`config.mk`:
```
export PLATFORM = sky130hd
export DESIGN_NAME = chcfg_rx
export DESIGN_NICKNAME = d
export VERILOG_FILES = /design/src/rtl/chcfg_rx.sv
export SDC_FILE = /design/constraint.sdc
export NUM_CORES = 1
export LEC_CHECK = 0
export ABC_AREA = 1
export CORE_AREA = 2 2 84 86
export CTS_CLUSTER_DIAMETER = 80
export DETAILED_ROUTE_END_ITERATION = 7
export DIE_AREA = 0 0 86 88
export PLACE_DENSITY_LB_ADDON = 0.2
export REMOVE_ABC_BUFFERS = 1
export SETUP_SLACK_MARGIN = 0.5
export SYNTH_ARGS = -nofsm -noshare
export SYNTH_HDL_FRONTEND = slang
export SYNTH_SLANG_ARGS = --single-unit
```
`constraint.sdc`:
```
create_clock -name clk -period 2.15 [get_ports clk]
set_input_delay 0.215 -clock clk [delete_from_list [all_inputs] [get_ports clk]]
set_output_delay 0.215 -clock clk [all_outputs]
set_load 0.05 [all_outputs]
```
`src/rtl/chcfg_rx.sv`:
```
module chcfg_rx (
  input  logic        clk,
  input  logic        rst_n,
  input  logic        cs_n,
  input  logic        sclk,
  input  logic        sdi,
  output logic [7:0]  cfg_diff,
  output logic [23:0] cfg_range,
  output logic [7:0]  cfg_bad,
  output logic [7:0]  cfg_slave,
  output logic        cfg_wr,
  output logic [2:0]  cfg_wr_ch
);
  logic       sclk_q, busy, wr_diff;
  logic [2:0] cnt;
  logic [5:0] sr;

  wire       rise   = sclk & ~sclk_q & ~cs_n;
  wire       commit = rise & busy & (cnt == 3'd6);
  wire [6:0] word   = {sr, sdi};
  wire [2:0] ch     = word[6:4];
  wire       dif    = word[3];
  wire [2:0] rng    = word[2:0];
  wire       bad    = dif ? (rng > 3'd2) : (rng == 3'd7);
  wire [2:0] tgt    = dif ? {ch[2:1], 1'b0} : ch;

  always_ff @(posedge clk or negedge rst_n)
    if (!rst_n) sclk_q <= 1'b0;
    else        sclk_q <= sclk;

  always_ff @(posedge clk or negedge rst_n)
    if (!rst_n) begin
      busy <= 1'b0;
      cnt  <= '0;
      sr   <= '0;
    end else if (cs_n) begin
      busy <= 1'b0;
      cnt  <= '0;
    end else if (rise) begin
      if (!busy) begin
        if (sdi) begin
          busy <= 1'b1;
          cnt  <= '0;
        end
      end else begin
        sr  <= {sr[4:0], sdi};
        cnt <= cnt + 3'd1;
        if (commit) busy <= 1'b0;
      end
    end

  always_ff @(posedge clk or negedge rst_n)
    if (!rst_n) begin
      cfg_diff  <= '0;
      cfg_range <= '0;
      cfg_bad   <= '0;
      cfg_slave <= '0;
      cfg_wr    <= 1'b0;
      cfg_wr_ch <= '0;
      wr_diff   <= 1'b0;
    end else begin
      cfg_wr <= commit;
      if (commit) begin
        cfg_wr_ch            <= tgt;
        wr_diff              <= dif;
        cfg_diff[tgt]        <= dif;
        cfg_range[tgt*3 +: 3] <= rng;
        cfg_bad[tgt]         <= bad;
        if (dif) cfg_slave[{ch[2:1], 1'b1}] <= 1'b1;
        else begin
          cfg_slave[ch] <= 1'b0;
          if (!ch[0]) cfg_slave[{ch[2:1], 1'b1}] <= 1'b0;
        end
      end
    end


  idle_hold_chk: assert property (@(posedge clk) disable iff (!rst_n)
    cs_n |=> ($stable(cfg_range) && $stable(cfg_diff) && $stable(cfg_bad)));

  wr_needs_sel_chk: assert property (@(posedge clk) disable iff (!rst_n)
    cfg_wr |-> !$past(cs_n));

  wr_pulse_chk: assert property (@(posedge clk) disable iff (!rst_n)
    cfg_wr |=> !cfg_wr);

  diff_even_chk: assert property (@(posedge clk) disable iff (!rst_n)
    (cfg_wr && wr_diff) |-> (!cfg_wr_ch[0] && cfg_diff[cfg_wr_ch] && cfg_slave[cfg_wr_ch | 3'd1]));
endmodule

```
# Yosys cells after proc, flatten, opt, wreduce, memory -nomap -nowiden
# Cells that the tools add are included.
[word_totals] out_inout_bits=52 word_cells=64 inputBits=5 reg_bits=63
[classes] n_mul=1 addsub=2 muxes=22 n_eq_ne=2 n_reduce_logical=7 n_shift=2 bitwise=11 order_cmp=7
[op_table] op="5-bit negator with 34-bit output" count=1
[op_table] op="3-bit by 34-bit variable shift with 24-bit output, first input constant" count=1
[op_table] op="3-bit by 34-bit indexed part select with 24-bit output" count=1
[op_table] op="24-bit bitwise mux" count=1
[op_table] op="8-bit AND" count=2
[op_table] op="8-bit bitwise mux" count=2
[op_table] op="8-bit 2-to-1 mux" count=2
[op_table] op="8-bit inverter" count=2
[op_table] op="3-bit by 4-bit less-than comparator with 1-bit output, second input constant" count=3
[op_table] op="3-bit 2-to-1 mux" count=4
[op_table] op="1-bit 2-to-1 mux" count=10
[op_table] op="3-bit by 1-bit greater-or-equal comparator with 1-bit output, second input constant" count=3
[op_table] op="8-bit bitwise OR" count=1
[op_table] op="1-bit demux with 3-bit select" count=2
[op_table] op="3-bit equality test, second input constant" count=2
[op_table] op="3-bit by 2-bit multiplier with 5-bit output, second input constant" count=1
[op_table] op="1-bit AND" count=4
[op_table] op="3-bit by 1-bit adder with 3-bit output, second input constant" count=1
[op_table] op="3-bit by 2-bit greater-than comparator with 1-bit output, second input constant" count=1
[op_table] op="1-bit logical AND" count=3
[op_table] op="3-bit AND reduction" count=1
[op_table] op="3-bit nonzero test" count=1
[op_table] op="1-bit demux with 2-bit select" count=1
[op_table] op="1-bit inverter" count=2
[op_table] op="2 further kinds" count=2

# Logic depth before layout (Yosys ltp)
[logic_depth] depth_word=9 depth_mapped=11 ltp_nobuf=10

# Worst setup path after synthesis
# Ideal clock, no wire load.
[synth_timing] path_type="register to register" startpoint="reg sr[2]" endpoint="reg cfg_range[0]" required_time_ps=2031 setup_time_ps=119 path_slack_ps=361 path_buffers=1 t_arrival_ps=1670 period_less_slack_ps=1789 stages_incl_launch_ff=11 cell_sequence="dfrtp_1 -> inv_2 -> nand2_4 -> buf_6 -> ha_1 -> inv_1 -> nand3_1 -> nor2_2 -> nand2_1 -> nand2_1 -> nand2_1"
[synth_via] elab_chain_cells=5 word_cells_on_any_way=6 classes_between="add/sub (1); mul (1); shift (2); mux (2)"
[synth_lines] item="start, declared" line="16" text="logic [5:0] sr;"
[synth_lines] item="start signal, assigned" line="46" text="sr <= {sr[4:0], sdi};"
[synth_lines] item="1-bit 2-to-1 mux *" line="25" text="wire [2:0] tgt = dif ? {ch[2:1], 1'b0} : ch;"
[synth_lines] item="3-bit by 2-bit multiplier with 5-bit output *" line="67" text="cfg_range[tgt*3 +: 3] <= rng;"
[synth_lines] item="5-bit negator with 34-bit output *" line="67"
[synth_lines] item="3-bit by 34-bit indexed part select with 24-bit output / 3-bit by 34-bit variable shift with 24-bit output (equally long branches)" line="67"
[synth_lines] item="24-bit bitwise mux *" line="67"
[synth_lines] item="end signal, assigned by index" line="67"
[synth_lines] item="end, declared" line="8" text="output logic [23:0] cfg_range,"
# Mark *: on every way between the ends. The rest lies on a longest branch, timed or not.
# A chain may end at the register's enable or synchronous reset.

# Worst setup path in the final report
[layout_timing] startpoint="reg sr[2]" endpoint="reg cfg_range[17]"
# The elaborated chain is that of the path after synthesis.

==> flow_summary_export.csv <==
group,metric,value,unit
status,status,"finished, final reports clean",
setup_path,worstPathCellList,"clkinv_4 -> nand2_8 -> ha_4 -> inv_4 -> nor3_1 -> nand3_1 -> nand2_1",
place,place.gp.congestion,0.792,
grt,grt_usage,18.5,%
final_layout,finalCoreUtilization,57.3,%
grt,antenna_found_initial,0,
setup_path,cp_max_fo,14,
clocking,clkSlewWorstSetupHoldPaths,0.07,ns
grt,grt_pass1_vias,2318,
setup_path,critPathKind,"flip-flop to flip-flop",
timing,min_period_over_period,73.3,%
setup_path,r2r_start,"sr[2]",
detailed_routing,drc,0,
setup_path,regToRegSetupSlack,0.57,ns
place,port_buffers,56,
detailed_routing,firstDrtPassIters,4,
detailed_routing,routed_wl,6520,µm
timing,drv_slew,0,
clocking,h-tree-depth,3,
final_layout,drive_gt1_share,12.6,%
detailed_routing,vias,2417,
logic_synthesis,syn_avg_cell_area,8.40,µm²
detailed_routing,vias_per_cell,4.91,
power_and_ir_drop,finalPower,0.00320,W
timing,max_freq,634,MHz
die,die_area,7570,µm²
setup_path,start_kind,"flip-flop",
timing,finalHoldViolations,0,
clocking,clockBufferDepth,2,
clocking,clock_latency,0.34,ns
timing,tightestPinTransition,0.510,ns
timing,fin_worst_skew,0.00647,ns
setup_path,cp_top_family,"simple AND/OR/NAND/NOR gates",
timing,setup_viol_count_final,0,
die,core_area,6640,µm²
final_layout,num_antenna_cells,0,
detailed_routing,routedWlPerCell,13.3,µm
logic_synthesis,yosysUniqueCellTypes,23,
die,chipWidth,86,µm
setup_path,reg2regPathDepth,7,
setup_path,critPathMaxStageDelay,0.44,ns
setup_path,path_buf_inv,2,
power_and_ir_drop,p_leak,2.16,nW
power_and_ir_drop,power.density,840,nW/µm²
setup_path,crit_required,2.43,ns
min_path,hp-class,"primary input to async pin",
power_and_ir_drop,vdd_drop_max,0.000408,V
timing,relSlewSlack,66.2,%
die,die_y,88,µm
detailed_routing,first_iter_violations,104,
timing,period_needed,1.58,ns
logic_synthesis,seq_area_frac_synth,55.7,%
die,pin_count,57,
logic_synthesis,synth_area,2830,µm²
timing,tns,0,ns
final_layout,fillers,620,
logic_synthesis,synth_warnings,0,
logic_synthesis,syn_inst,337,
setup_path,end_kind,"flip-flop",
setup_path,cp_slowest_cell,"dfrtp_2",
clocking,cts_tree,"built",
final_layout,syn_to_final_growth,34.5,%
grt,grt_pass1_wl,11000,µm
detailed_routing,postRouteAntennaNets,0,
place,place_inst,469,
final_layout,final_cells,492,
grt,grt_max_degree,47,
clocking,cts_inserted_buffers,9,
setup_path,r2r-end,"cfg_range[17]",
timing,rsz0062_at_grt,"yes",
die,num_rows,30,
setup_path,critPathArrivalTime,1.85,ns
final_layout,fin_nets,417,
logic_synthesis,ys_ff_latch,63,
grt,overflow,0,
place,dp_hpwl,4350,µm
clocking,cts_sinks,63,
job,maxCapViolations,0,
clocking,cts_root_buf,"clkbuf_8",
die,initial_core_util,42.6,%
[metal layers]
| layer | global-route usage, % | share of wire, % | vias up |
|---|---|---|---|
| met5 | 0 | 0 | - |
| met4 | 5.92 | 1.5 | 0 |
| met3 | 4.71 | 3.7 | 8 |
| met2 | 30.1 | 48 | 48 |
| met1 | 24.5 | 47 | 1141 |
| li1 | - | - | 1220 |
[cells in the mapped netlist]
| cell type | count | area share [%] |
|---|---|---|
| nand3_2 | 1 | 0.35 |
| buf_2 | 1 | 0.18 |
| inv_1 | 25 | 3.3 |
| o21ai_2 | 1 | 0.31 |
| nand2_2 | 3 | 0.66 |
| xnor2_1 | 1 | 0.31 |
| nor3_1 | 6 | 1.1 |
| nor2_2 | 3 | 0.66 |
| buf_4 | 3 | 0.80 |
| nand2_1 | 120 | 16 |
| o22ai_1 | 1 | 0.22 |
| a21oi_1 | 2 | 0.35 |
| nand3_1 | 30 | 5.3 |
| nand4_1 | 3 | 0.66 |
| nor2_1 | 25 | 3.3 |
| o21ai_0 | 34 | 6.0 |
| nor2_4 | 2 | 0.80 |
| dfrtp_1 | 63 | 56 |
| nand2_4 | 1 | 0.40 |
| buf_6 | 2 | 0.80 |
| ha_1 | 5 | 2.2 |
| inv_2 | 3 | 0.40 |
| clkbuf_1 | 2 | 0.27 |
[final cells by class]
type	count	area (µm²)	share of cell area, %
flip-flops and latches	63	1580	41.5
multi-input cells	238	1140	29.9
repair buffers	67	608	16.0
clock inverters	7	144	3.78
clock buffers	9	124	3.25
inverters	28	113	2.96
well taps	80	100	2.63
[worst max-delay path by stage]
stage	slack, ns	cells after the start	from	to
2_1_floorplan	0.42	9	sr[2]	cfg_range[0]
3_3_place_gp	0.31	9	sr[2]	cfg_range[12]
3_5_place_dp	0.26	9	sr[2]	cfg_range[1]
4_1_cts	0.50	9	sr[2]	cfg_range[1]
5_1_grt	0.47	7	sr[2]	cfg_range[17]
6_report	0.57	7	sr[2]	cfg_range[17]
[registers in the layout (all words and copies together) (netlist names)]
register	cells
cfg_range	24
cfg_wr	1
cfg_bad	8
sr	6
cnt	3
sclk_q	1
cfg_slave	8
busy	1
cfg_diff	8
cfg_wr_ch	3
[stage by stage]
stage               hold slack (ns)  instance area (µm²)  setup slack (ns)
floorplan                   -0.0806                 2770             0.424
global placement              0.180                 3480             0.311
detailed placement            0.183                 3480             0.256
CTS                           0.357                 3730             0.505
global route                  0.376                 3810             0.472
finish                        0.343                 3810             0.573
[logic make-up (layout without fill, tap and decap cells)]
| logic type | Yosys count | count (layout) | share of synthesized area, % |
|---|---|---|---|
| buf+inv | 36 | 111 | 5.75 |
| xor+xnor | 1 | 1 | 0.310 |
| fa+ha+maj | 5 | 5 | 2.21 |
| simple gates | 194 | 194 | 29.1 |
| flops | 63 | 63 | 55.7 |
| compound gates | 38 | 38 | 6.90 |
[where the power goes]
part / total, W / internal [W] / switching, W
Sequential: 0.00126 / 0.00121 / 0.0000453
Combinational: 0.000559 / 0.000180 / 0.000379
Clock: 0.00138 / 0.000891 / 0.000489
[layout by cell type (no fill, tap or decap), types with 2 or more instances in the layout]
master and n:
clkdlybuf4s50_1 3, dfrtp_1 62, nand2_1 116, dlygate4sd2_1 52, nor2_1 24, nand3_1 30
ha_1 4, o21ai_1 4, bufinv_16 4, nand2_2 6, nor3_1 5, nand4_1 3
a21oi_1 2, o21ai_0 30, clkbuf_8 9, inv_2 4, buf_4 7, inv_1 22
nor2_4 3, nor2_2 3, buf_12 2, clkinvlp_4 2
[timing repair]
action                                 CTS  global route
buffers inserted                         1             5
gates cloned                             0             0
endpoints found under the hold margin   17             0
setup endpoints to repair               76            34
hold buffers                             1             0
resized for setup                       59            17
pin swaps                                1             3
No activity file was read; power rests on OpenSTA's default activity.
